--- src/rtl/iopb_pkg.sv ---
package iopb_pkg;
  typedef enum logic [2:0] {
    ST_IDLE   = 3'd0,
    ST_OFF_LO = 3'd1,
    ST_OFF_HI = 3'd2,
    ST_EVAL   = 3'd3,
    ST_MAP0   = 3'd4,
    ST_MAP1   = 3'd5
  } iopb_state_e;

  // byte offset of the bitmap-offset field inside the segment
  localparam int unsigned MAP_OFS_LO  = 32'h66;
  localparam int unsigned MAP_OFS_HI  = 32'h67;
  // smallest limit that still holds the bitmap-offset field
  localparam int unsigned MIN_LIMIT   = 32'h67;
endpackage

--- src/rtl/iopb_rst_sync.sv ---
module iopb_rst_sync #(
  parameter int STAGES = 2
) (
  input  logic clk,
  input  logic rst_n,
  output logic rst_n_sync
);
  logic [STAGES-1:0] sync_q;

  always_ff @(posedge clk or negedge rst_n) begin
    if (!rst_n) begin
      sync_q <= '0;
    end else begin
      sync_q <= {sync_q[STAGES-2:0], 1'b1};
    end
  end

  assign rst_n_sync = sync_q[STAGES-1];
endmodule

--- src/rtl/iopb_mask_gen.sv ---
// Builds the bit mask that an access of req_size bytes covers, starting at
// bit position bit_pos of the first bitmap byte, spread over two bytes.
module iopb_mask_gen #(
  parameter int SIZE_W = 3
) (
  input  logic [2:0]        bit_pos,
  input  logic [SIZE_W-1:0] size,
  output logic [7:0]        mask_lo,
  output logic [7:0]        mask_hi,
  output logic              spans
);
  localparam int RUN_W = 16;

  logic [RUN_W-1:0] run;
  logic [RUN_W-1:0] shifted;

  always_comb begin
    run     = RUN_W'((32'd1 << size) - 32'd1);
    shifted = run << bit_pos;
    mask_lo = shifted[7:0];
    mask_hi = shifted[15:8];
    spans   = |shifted[15:8];
  end
endmodule

--- src/rtl/iopb_addr_calc.sv ---
// Bitmap byte offsets, their memory addresses and the limit test.
module iopb_addr_calc #(
  parameter int AW     = 32,
  parameter int PORT_W = 16
) (
  input  logic [AW-1:0]       base,
  input  logic [AW-1:0]       limit,
  input  logic [15:0]         map_ofs,
  input  logic [PORT_W-4:0]   byte_idx,
  input  logic                spans,
  output logic [AW-1:0]       addr0,
  output logic [AW-1:0]       addr1,
  output logic                in_limit
);
  localparam int OW = AW + 1;

  logic [OW-1:0] ofs0;
  logic [OW-1:0] ofs1;
  logic [OW-1:0] ofs_last;

  always_comb begin
    ofs0     = OW'(map_ofs) + OW'(byte_idx);
    ofs1     = ofs0 + OW'(1);
    ofs_last = spans ? ofs1 : ofs0;
    in_limit = (ofs_last <= OW'(limit));
    addr0    = base + ofs0[AW-1:0];
    addr1    = base + ofs1[AW-1:0];
  end
endmodule

--- src/rtl/iopb_access_check.sv ---
module iopb_access_check
  import iopb_pkg::*;
#(
  parameter int AW     = 32,
  parameter int PORT_W = 16,
  parameter int SIZE_W = 3
) (
  input  logic              clk,
  input  logic              rst_n,
  input  logic              req_valid,
  output logic              req_ready,
  input  logic [AW-1:0]     req_base,
  input  logic [AW-1:0]     req_limit,
  input  logic [PORT_W-1:0] req_port,
  input  logic [SIZE_W-1:0] req_size,
  output logic              rd_en,
  output logic [AW-1:0]     rd_addr,
  input  logic              rd_ready,
  input  logic [7:0]        rd_data,
  output logic              done,
  output logic              allow,
  output logic              fault
);
  logic rst_n_int;

  iopb_rst_sync #(.STAGES(2)) u_rst_sync (
    .clk        (clk),
    .rst_n      (rst_n),
    .rst_n_sync (rst_n_int)
  );

  iopb_state_e        state_q, state_d;
  logic               done_q, done_d;
  logic               allow_q, allow_d;
  logic [AW-1:0]      base_q;
  logic [AW-1:0]      limit_q;
  logic [PORT_W-1:0]  port_q;
  logic [SIZE_W-1:0]  size_q;
  logic [15:0]        map_ofs_q;

  logic               accept_en;
  logic               lo_en;
  logic               hi_en;

  logic [7:0]         mask_lo;
  logic [7:0]         mask_hi;
  logic               spans;
  logic [AW-1:0]      map_addr0;
  logic [AW-1:0]      map_addr1;
  logic               map_in_limit;

  iopb_mask_gen #(.SIZE_W(SIZE_W)) u_mask (
    .bit_pos (port_q[2:0]),
    .size    (size_q),
    .mask_lo (mask_lo),
    .mask_hi (mask_hi),
    .spans   (spans)
  );

  iopb_addr_calc #(.AW(AW), .PORT_W(PORT_W)) u_addr (
    .base     (base_q),
    .limit    (limit_q),
    .map_ofs  (map_ofs_q),
    .byte_idx (port_q[PORT_W-1:3]),
    .spans    (spans),
    .addr0    (map_addr0),
    .addr1    (map_addr1),
    .in_limit (map_in_limit)
  );

  assign req_ready = rst_n_int && (state_q == ST_IDLE);
  assign accept_en = req_ready && req_valid;
  assign lo_en     = (state_q == ST_OFF_LO) && rd_ready;
  assign hi_en     = (state_q == ST_OFF_HI) && rd_ready;

  // next-state and verdict
  always_comb begin
    state_d = state_q;
    done_d  = 1'b0;
    allow_d = 1'b0;
    case (state_q)
      ST_IDLE: begin
        if (accept_en) begin
          if (req_limit < AW'(MIN_LIMIT)) begin
            done_d = 1'b1;
          end else begin
            state_d = ST_OFF_LO;
          end
        end
      end
      ST_OFF_LO: begin
        if (rd_ready) state_d = ST_OFF_HI;
      end
      ST_OFF_HI: begin
        if (rd_ready) state_d = ST_EVAL;
      end
      ST_EVAL: begin
        if (!map_in_limit) begin
          done_d  = 1'b1;
          state_d = ST_IDLE;
        end else begin
          state_d = ST_MAP0;
        end
      end
      ST_MAP0: begin
        if (rd_ready) begin
          if (|(rd_data & mask_lo)) begin
            done_d  = 1'b1;
            state_d = ST_IDLE;
          end else if (spans) begin
            state_d = ST_MAP1;
          end else begin
            done_d  = 1'b1;
            allow_d = 1'b1;
            state_d = ST_IDLE;
          end
        end
      end
      ST_MAP1: begin
        if (rd_ready) begin
          done_d  = 1'b1;
          allow_d = ~|(rd_data & mask_hi);
          state_d = ST_IDLE;
        end
      end
      default: state_d = ST_IDLE;
    endcase
  end

  // control registers
  always_ff @(posedge clk or negedge rst_n_int) begin
    if (!rst_n_int) begin
      state_q <= ST_IDLE;
      done_q  <= 1'b0;
      allow_q <= 1'b0;
    end else begin
      state_q <= state_d;
      done_q  <= done_d;
      allow_q <= allow_d;
    end
  end

  // request datapath registers, loaded on acceptance
  always_ff @(posedge clk) begin
    if (accept_en) begin
      base_q  <= req_base;
      limit_q <= req_limit;
      port_q  <= req_port;
      size_q  <= req_size;
    end
  end

  // bitmap offset registers, loaded by the two offset reads
  always_ff @(posedge clk) begin
    if (lo_en) map_ofs_q[7:0]  <= rd_data;
    if (hi_en) map_ofs_q[15:8] <= rd_data;
  end

  // memory read port
  always_comb begin
    rd_en   = 1'b0;
    rd_addr = '0;
    case (state_q)
      ST_OFF_LO: begin rd_en = 1'b1; rd_addr = base_q + AW'(MAP_OFS_LO); end
      ST_OFF_HI: begin rd_en = 1'b1; rd_addr = base_q + AW'(MAP_OFS_HI); end
      ST_MAP0:   begin rd_en = 1'b1; rd_addr = map_addr0; end
      ST_MAP1:   begin rd_en = 1'b1; rd_addr = map_addr1; end
      default:   begin rd_en = 1'b0; rd_addr = '0; end
    endcase
  end

  assign done  = done_q;
  assign allow = done_q & allow_q;
  assign fault = done_q & ~allow_q;
endmodule

--- config.mk ---
export PLATFORM = sky130hd
export DESIGN_NAME = iopb_access_check
export DESIGN_NICKNAME = d
export VERILOG_FILES = /design/src/rtl/iopb_pkg.sv /design/src/rtl/iopb_rst_sync.sv /design/src/rtl/iopb_mask_gen.sv /design/src/rtl/iopb_addr_calc.sv /design/src/rtl/iopb_access_check.sv
export SDC_FILE = /design/constraint.sdc
export NUM_CORES = 1
export LEC_CHECK = 0
export BUFFER_PORTS_ARGS = -buffer_cell sky130_fd_sc_hd__buf_2
export CAP_MARGIN = 10
export CORE_MARGIN = 4
export CORE_UTILIZATION = 35
export CTS_CLUSTER_DIAMETER = 40
export DETAILED_ROUTE_END_ITERATION = 12
export PLACE_DENSITY = 0.57
export SLEW_MARGIN = 20
export SYNTH_ARGS = -nofsm -noshare
export SYNTH_HDL_FRONTEND = slang
export SYNTH_SLANG_ARGS = --single-unit
--- constraint.sdc ---
create_clock -name clk -period 7.9 [get_ports clk]
set_input_delay 1.58 -clock clk [delete_from_list [all_inputs] [get_ports clk]]
set_output_delay 1.58 -clock clk [all_outputs]
set_load 0.1 [all_outputs]
* Word-level counts from Yosys, hierarchy flattened
Cells that the tools add are included.
** Storage, ports and cells
- Bits of input ports :: 95
- Bits in registers :: 106
- Logic and storage cells :: 73
- Output and inout port bits :: 37
** Operators by class
- Equality and inequality tests :: 11
- Shifts and indexed selects :: 2
- Add/sub/neg operators :: 7
- Order comparisons :: 2
- Multiplexer cells :: 25
- Reduce and logical (&&, ||, !) cells :: 11
- Bitwise logic cells :: 5
** Operators by type and width (count)
- case mux 32 bit (4 select lines) :: 1
- adder 32 bit :: 2
- adder 32 x 7 -> 32 bit (second input constant) :: 2
- adder 33 x 1 -> 33 bit (second input constant) :: 1
- <= comparator 33 x 32 -> 1 bit :: 1
- 2-to-1 mux 33 bit :: 1
- less-than comparator 32 x 7 -> 1 bit (second input constant) :: 1
- 2-to-1 mux 3 bit :: 9
- OR reduction 8 bit :: 3
- case mux 3 bit (6 select lines) :: 1
- adder 16 x 13 -> 17 bit :: 1
- bitwise AND 8 bit :: 2
- << shifter 1 x 3 -> 16 bit (first input constant) :: 1
- << shifter 16 x 3 -> 16 bit :: 1
- subtractor 16 x 1 -> 16 bit (second input constant) :: 1
- inequality test 2 bit (second input constant) :: 6
- 2-to-1 mux 1 bit :: 11
- equality test 3 x 2 -> 1 bit (second input constant) :: 2
- equality test 3 bit (second input constant) :: 2
- AND reduction 6 bit :: 1
- logical AND 1 bit :: 4
- case mux 1 bit (4 select lines) :: 1
- OR reduction 4 bit :: 1
- equality test 3 x 1 -> 1 bit (second input constant) :: 1
- 5 further kinds :: 6

* Longest topological paths before layout
Gate-level depths: netlist of the first run.
- Depth after elaboration :: 8
- Depth in mapped cells :: 25
- Depth with buffers taken out :: 20

* Cells and area by module
Synthesis of the first run repeated with hierarchy kept, for this count alone.
** Unflattened totals
- Cells, all modules :: 1108
- Area total of the unflattened synthesis :: 10122.2 sq um
** By module, submodules not included
- iopb_access_check :: cells each 479, area an instance 5627.9 sq um, times used 1
- iopb_addr_calc :: cells each 522, area an instance 3786.1 sq um, times used 1
- iopb_mask_gen :: cells each 104, area an instance 654.4 sq um, times used 1
- iopb_rst_sync :: cells each 3, area an instance 53.8 sq um, times used 1

* Least setup slack after synthesis of the first run
Ideal clock, no wire load.
- Path type :: register to output
- Start point :: reg port_q[3]
- End point :: out rd_addr[27]
- Cell stages (with the launch flop) :: 22
- Data required time :: 6.320 ns
- Arrival time :: 7.758 ns
- Path slack :: -1.438 ns
- Buffers on the path :: 1
- Cell sequence :: edfxtp_1 -> ha_1 -> inv_1 -> fa_1 -> inv_1 -> ha_1 -> nand2_1 -> nor3_1 -> nand4b_4 -> or3_4 -> nor4_4 -> xnor2_1 -> nor2_1 -> ha_1 -> clkbuf_1 -> o21a_1 -> o211ai_1 -> nor3_1 -> o211ai_1 -> a21oi_1 -> o21bai_1 -> o311ai_0
** On the way
- Longest elaborated chain between the ends :: 4
- Elaborated cells between the ends (all ways) :: 5
- Classes of those cells :: 4 x add/sub; 1 x mux
** Ends and longest elaborated chain
- start, declared :: line iopb_access_check.sv:37 : logic [PORT_W-1:0] port_q;
- start signal, assigned :: line iopb_access_check.sv:148 : port_q <= req_port;
- adder 16 x 13 -> 17 bit * :: line iopb_addr_calc.sv:22 : ofs0 = OW'(map_ofs) + OW'(byte_idx);
- adder 33 x 1 -> 33 bit :: line iopb_addr_calc.sv:23 : ofs1 = ofs0 + OW'(1);
- adder 32 bit :: line iopb_addr_calc.sv:27 : addr1 = base + ofs1[AW-1:0];
- case mux 32 bit (4 select lines) * :: line iopb_access_check.sv:163 : case (state_q)
- end, declared :: line iopb_access_check.sv:17 : output logic [AW-1:0] rd_addr,
Mark *: on every way between the ends. The rest lies on a longest branch, timed or not.

* Worst setup path after layout of the first run
- Start point :: reg port_q[3]
- End point :: out rd_addr[29]
The elaborated chain is that of the path after synthesis.

==> flow_summary.yaml, run 1 <==
floorplanning:
  core-area_mm2: 0.0234
  die_h_um: 162
  start_util: 0.354
  die_area_mm2: 0.0262
  io_pins: 132
  die_w_um: 162
  row_count: 56
route:
  initialDrtViolationCount: 448
  first_pass_iters: 5
  drt_wl_total_mm: 22.3
  vias: 7146
  wire_per_inst_um: 17.0
  drc: 0
  avgViaCountPerCell: 5.44
  ant_nets: 0
synthesis:
  synth_ff_type: "edfxtp_1"
  netlist_area_mm2: 0.00829
  ys_seq_area_frac: 0.380
  synthArstFlopShare: 0.0660
  ys_ff_latch: 106
  syn_avg_cell_area_um2: 9.41
  post_synth_num_cell_types: 89
  yosysWarnings: 0
  synthCells: 881
  synth-edff-count: 99
cells_and_area:
  seqCellArea_mm2: 0.00315
  antenna_cells: 0
  fin_nets: 1139
  nFillCells: 2395
  syn2layout_area_growth_pct: 15.4
  multi_input_area_mm2: 0.00483
  drive_above_1_share: 0.189
status:
  status: "completed"
place:
  hpwl_mm: 17.2
  gp_congestion: 0.865
  io_buffers: 131
  place_worst_setup_slack_ns: 0.804
worst_setup_path:
  worstPathMaxFanout: 7
  slowest_delay_ns: 0.47
  required_ns: 6.32
  rr_worst_depth: 19
  slowest_stage: "buf_2"
  cp-end-kind: "primary output"
  cp-start-kind: "register"
  timing.rr.start: "size_q[2]"
  crit_arrival_ns: 5.83
  reg2reg_to: "done"
  setup.worst_path.class: "register to primary output"
  path_cells: "ha_1 > inv_1 > fa_1 > xnor2_1 > nand2_1 > nor3_1 > nand4b_4 > or3_4 > nor4_4 > xnor2_1 > nor2_1 > ha_1 > o21a_1 > o211ai_1 > o22ai_1 > o211ai_1 > a21oi_1 > a221o_1 > o31ai_1 > buf_2"
  reg2reg_setup_slack_ns: 2.08
power_and_ir_drop:
  total_leakage_power_nw: 3.82
  vdd_drop_max_uv: 239
  p_per_area_mw_per_mm2: 364
sta:
  slew_headroom: 0.311
  period_share: 0.938
  fmax_mhz: 135
  fin_ws_ns: 0.487
  clock-skew-final_ns: 0.0109
  finalSetupViolations: 0
  rsz0062_at_grt: "no"
  final_max_slew_viol_count: 0
  period_needed_ns: 7.41
  worst_pin_slew_ns: 1.03
  fin_hold_ws_ns: 0.0828
  hold_violations: 0
global_routing:
  grt_max_degree: 58
  grt_pass1_wl_mm: 35.7
  gr-total-overflow: 0
  grtUsageTotal: 0.168
  antenna_found_initial: 0
  first_global_vias: 6841
clock_tree:
  hold_buffers: 0
  cts_tree: "built"
  root_buffer: "clkbuf_16"
  htreeDepth: 3
  clk_pin_slew_ns: 0.08
  cts_inserted_buffers: 9
  cts_setup_buffers: 0
  clock-sinks: 106
  clk-insertion-delay-late_ns: 0.37
  clk_path_buf_depth: 2
min_path:
  min_path_type: "register to asynchronous set/reset pin"
flow_run:
  maxCapViolations: 0
-- worst max-delay path, delay by kind of cell (launching register included) --
family	cells	cell delay, ns
fa+ha+maj	3	0.98
xor+xnor	2	0.52
flops	1	0.33
compound gates	7	1.55
buf+inv	2	0.54
simple gates	6	1.52
-- cells in the mapped netlist (4+ instances only) --
cell type  instances  share of area
edfxtp_1          99           0.36
nand2_1           67          0.030
nor2_1            61          0.028
ha_1              53          0.080
a21oi_1           49          0.030
inv_1             45          0.020
o21ai_0           43          0.026
xnor2_1           39          0.041
xor2_1            26          0.027
a21o_1            23          0.021
clkbuf_1          21         0.0095
o22ai_1           21          0.016
nand3_1           19          0.011
nand4_1           19          0.014
nor2b_1           19          0.014
nand2b_1          17          0.013
nor3_1            13         0.0079
buf_2             12         0.0072
nor4_1            11         0.0083
a211oi_1          10         0.0091
and3_1             9         0.0068
o211ai_1           9         0.0082
or3_1              9         0.0068
and2_1             8         0.0060
a22oi_1            7         0.0063
a31oi_1            7         0.0053
dfrtp_1            7          0.021
o21a_1             7         0.0063
or2_2              7         0.0053
a211o_1            6         0.0063
and4_1             6         0.0063
buf_1              6         0.0027
o31ai_1            6         0.0054
a221oi_1           5         0.0053
a31o_2             5         0.0053
nand4b_1           5         0.0053
o21bai_1           5         0.0045
o2bb2ai_1          5         0.0053
o41ai_1            5         0.0053
a22o_1             4         0.0042
a311oi_1           4         0.0042
nand3b_1           4         0.0036
o21ai_1            4         0.0024
o221ai_1           4         0.0042
-- final cells by class --
class,count,share of cell area
Clock inverter,7,0.00929
Inverter,47,0.0186
Timing Repair Buffer,136,0.0728
Sequential cell,106,0.329
Tap cell,319,0.0417
Multi-Input combinational cell,689,0.505
Clock buffer,9,0.0236
-- cells in the final DEF (no fill, tap or decap), types with 13 or more instances in the layout --
master	instances
a21oi_1	48
nor2_1	61
o21ai_0	43
nor2b_1	19
nand2_1	67
xor2_1	26
a21o_1	23
xnor2_1	39
nand4_1	19
nand2b_1	17
nor3_1	13
o22ai_1	21
buf_2	130
nand3_1	19
ha_1	53
inv_1	44
edfxtp_1	99
-- cell families (layout without fill, tap and decap cells) --
family                     after synthesis  after routing  synth area share
buffers and inverters                   87            199            0.0417
DFF                                    106            106             0.380
xor gates and xnor gates                65             65            0.0687
AOI/OAI and AO/OA                      265            265             0.221
and+or+nand+nor                        297            297             0.198
muxes                                    4              4           0.00513
adders and majority gates               55             55            0.0849
other                                    2              3          0.000906
-- how the worst max path moves through the flow --
stage / from / end / slack [ns] / cells after the start
after floorplan: port_q[3] / rd_addr[27] / -0.26 / 21
after global placement: port_q[3] / rd_addr[28] / 0.89 / 20
after detailed placement: map_ofs_q[0] / rd_addr[28] / 0.80 / 20
after CTS: map_ofs_q[0] / rd_addr[28] / 0.39 / 20
after global routing: map_ofs_q[0] / rd_addr[29] / 0.003 / 20
final: port_q[3] / rd_addr[29] / 0.49 / 20
-- sequential cells by signal, summed over array words and instances, names as in the netlist --
register and cells:
state_q 3, u_rst_sync.sync_q 2, size_q 3, done 1, allow_q 1, base_q 32
limit_q 32, port_q 16, map_ofs_q 16
-- repair_timing --
item | 4_1_cts | 5_1_grt
resized for setup | 0 | 2
setup endpoints to repair | 0 | 4
hold endpoints to repair | 0 | 0
-- layer usage --
layer,vias up,track usage,share of wire
met5,-,0,0
met4,0,0.0369,0.0085
met3,12,0.0335,0.055
met2,167,0.286,0.49
met1,3399,0.221,0.45
li1,3568,-,-
-- power by group --
group          switching, mW  leakage [nW]  total (mW)  internal [mW]
combinational           1.66          2.67        2.23          0.564
sequential            0.0790         0.992       0.783          0.704
clock                  0.242         0.153       0.472          0.231
-- through the flow --
stage	TNS, ns	total power, mW	instance area, um^2	utilization	instances
5_1_grt	0	3.70	9560	0.409	1313
6_report	0	3.48	9560	0.409	1313
3_3_place_gp	0	3.01	9240	0.395	1297
4_1_cts	0	3.49	9550	0.408	1313
3_5_place_dp	0	3.01	9240	0.395	1297
2_1_floorplan	-0.459	2.59	8310	-	882
No activity file was read; power rests on OpenSTA's default activity.
==> run 2: changes to the inputs <==
==> constraint.sdc (replaced) <==
create_clock -name clk -period 7.8 [get_ports clk]
set_input_delay 1.17 -clock clk [delete_from_list [all_inputs] [get_ports clk]]
set_output_delay 1.17 -clock clk [all_outputs]
set_load 0.1 [all_outputs]
==> run 2 against run 1 <==
Register-to-register slack worse by 0.07 ns. Core utilization fell by 0.085 points. Via count shrank 0.60%. Die area did not move. Count of clock-buffer cells in the layout stayed put. Clock power increased by 1%. Non-clock buffer count is 1 lower. Critical endpoint unchanged. Largest power group unchanged.
==> flow_summary.yaml, run 2 (same netlist as run 1, synthesis figures left out) <==
route:
  initialDrtViolationCount: 412
  ant_nets: 0
  avgViaCountPerCell: 5.41
  first_pass_iters: 5
  vias: 7103
  drt_wl_total_mm: 22.4
  drc: 0
  wire_per_inst_um: 17.1
flow_run:
  maxCapViolations: 0
worst_setup_path:
  setup.worst_path.class: "register to primary output"
  cp-start-kind: "register"
  required_ns: 6.63
  worstPathMaxFanout: 6
  cp-end-kind: "primary output"
  crit_arrival_ns: 5.92
sta:
  slew_headroom: 0.288
  worst_pin_slew_ns: 1.06
  tns_ns: 0
  finalSetupViolations: 0
  fin_hold_ws_ns: 0.0871
  period_needed_ns: 7.09
  fmax_mhz: 141
  period_share: 0.909
  hold_violations: 0
  rsz0062_at_grt: "no"
  clock-skew-final_ns: 0.0126
  fin_ws_ns: 0.712
  final_max_slew_viol_count: 0
clock_tree:
  clk-insertion-delay-late_ns: 0.37
  root_buffer: "clkbuf_16"
  cts_inserted_buffers: 9
  clk_pin_slew_ns: 0.09
  cts_tree: "built"
  clk_path_buf_depth: 2
  htreeDepth: 3
  cts_setup_buffers: 0
  post_cts_resized: 0
  hold_buffers: 0
  clock-sinks: 106
floorplanning:
  die_h_um: 162
  core-area_mm2: 0.0234
  row_count: 56
  io_pins: 132
  start_util: 0.354
  die_w_um: 162
  die_area_mm2: 0.0262
place:
  place_area_mm2: 0.00923
  gp_congestion: 0.869
  io_buffers: 131
  hpwl_mm: 17.2
  place_worst_setup_slack_ns: 1.13
cells_and_area:
  fin_nets: 1138
  drive_above_1_share: 0.186
  design_area_mm2: 0.00954
  antenna_cells: 0
  nFillCells: 2381
  layout_commonest_cell: "buf_2"
  syn2layout_area_growth_pct: 15.1
  final_cell_mix: "buf_2 (131), edfxtp_1 (99), nand2_1 (67), nor2_1 (61), ha_1 (53)"
  final_core_util: 0.408
  reg_top3: "base_q: 32 flops, limit_q: 32 flops"
power_and_ir_drop:
  vdd_drop_max_uv: 286
  total_leakage_power_nw: 3.81
  switching_share: 0.570
  seq_power_share: 0.226
  p_per_area_mw_per_mm2: 370
  internal-power_mw: 1.52
  combPwrFrac: 0.638
  p_sw_mw: 2.01
  clockPowerShare: 0.136
status:
  status: "completed"
global_routing:
  antenna_found_initial: 0
  grt_max_degree: 54
  first_global_vias: 6918
  grtUsageTotal: 0.168
  gr-total-overflow: 0
  grt_pass1_wl_mm: 35.8
min_path:
  min_path_type: "register to asynchronous set/reset pin"
==> run 2: changes by cell type in the layout (fill, tap and decap cells not counted) <==
cell and change:
buf_4 -1, a211oi_1 +1, a211oi_2 -1, o31ai_2 -1, o31ai_1 +1, clkbuf_4 -1
buf_2 +1
==> run 2: area by class of cell <==
type | count | area [um^2] | share of cell area
Timing Repair Buffer | 135 | 686 | 0.0719
Multi-Input combinational cell | 689 | 4820 | 0.505
Inverter | 47 | 178 | 0.0186
Clock buffer | 9 | 225 | 0.0236
Clock inverter | 7 | 88.8 | 0.00931
Sequential cell | 106 | 3150 | 0.330
Tap cell | 319 | 399 | 0.0418
==> run 2: layer usage <==
metal / global-route usage / part of all wire / wire length (um)
met5: 0 / 0 / 0
met2: 0.287 / 0.48 / 10800
met3: 0.0310 / 0.051 / 1150
met4: 0.0388 / 0.0097 / 218
met1: 0.223 / 0.45 / 10200
==> run 2: final timing paths <==
kind	from	cells past startpoint	to	slack, ns
hold / removal	u_rst_sync.sync_q[1]	0	done	0.09
setup / recovery	port_q[3]	20	rd_addr[29]	0.71
min in group clk	u_rst_sync.sync_q[0]	0	u_rst_sync.sync_q[1]	0.35
setup reg to reg	size_q[1]	19	state_q[2]	2.01
max in group asynchronous	rst_n	1	u_rst_sync.sync_q[1]	7.14
hold reg to reg	u_rst_sync.sync_q[1]	0	done	0.09
==> run 2: power by group through the flow <==
stage / sequential (mW) / clock (mW) / combinational [mW]
2_1_floorplan: 0.769 / 0 / 1.85
3_3_place_gp: 0.809 / 0 / 2.24
3_5_place_dp: 0.809 / 0 / 2.24
4_1_cts: 0.797 / 0.496 / 2.25
5_1_grt: 0.810 / 0.518 / 2.41
6_report: 0.797 / 0.479 / 2.25
==> run 2: stage by stage <==
| stage | power [mW] | std cells |
|---|---|---|
| finish | 3.53 | 1312 |
| global route | 3.74 | 1312 |
| CTS | 3.55 | 1312 |
| detailed placement | 3.05 | 1296 |
| global placement | 3.04 | 1296 |
| floorplan | 2.62 | 882 |
==> run 2: worst max-delay path, cell delays in order, from the launching register on <==
cell and delay, ns:
edfxtp_1 0.33, ha_1 0.20, inv_1 0.06, fa_1 0.39
nand2b_1 0.20, a21o_1 0.21, a21boi_0 0.13, o21ai_0 0.24
or4_4 0.63, nor4_4 0.35, xnor2_1 0.16, nor2_1 0.07
ha_1 0.39, o21a_1 0.21, o211ai_1 0.20, o22ai_1 0.15
o211ai_1 0.45, a21oi_1 0.22, a221o_1 0.38, o31ai_1 0.09
buf_2 0.48
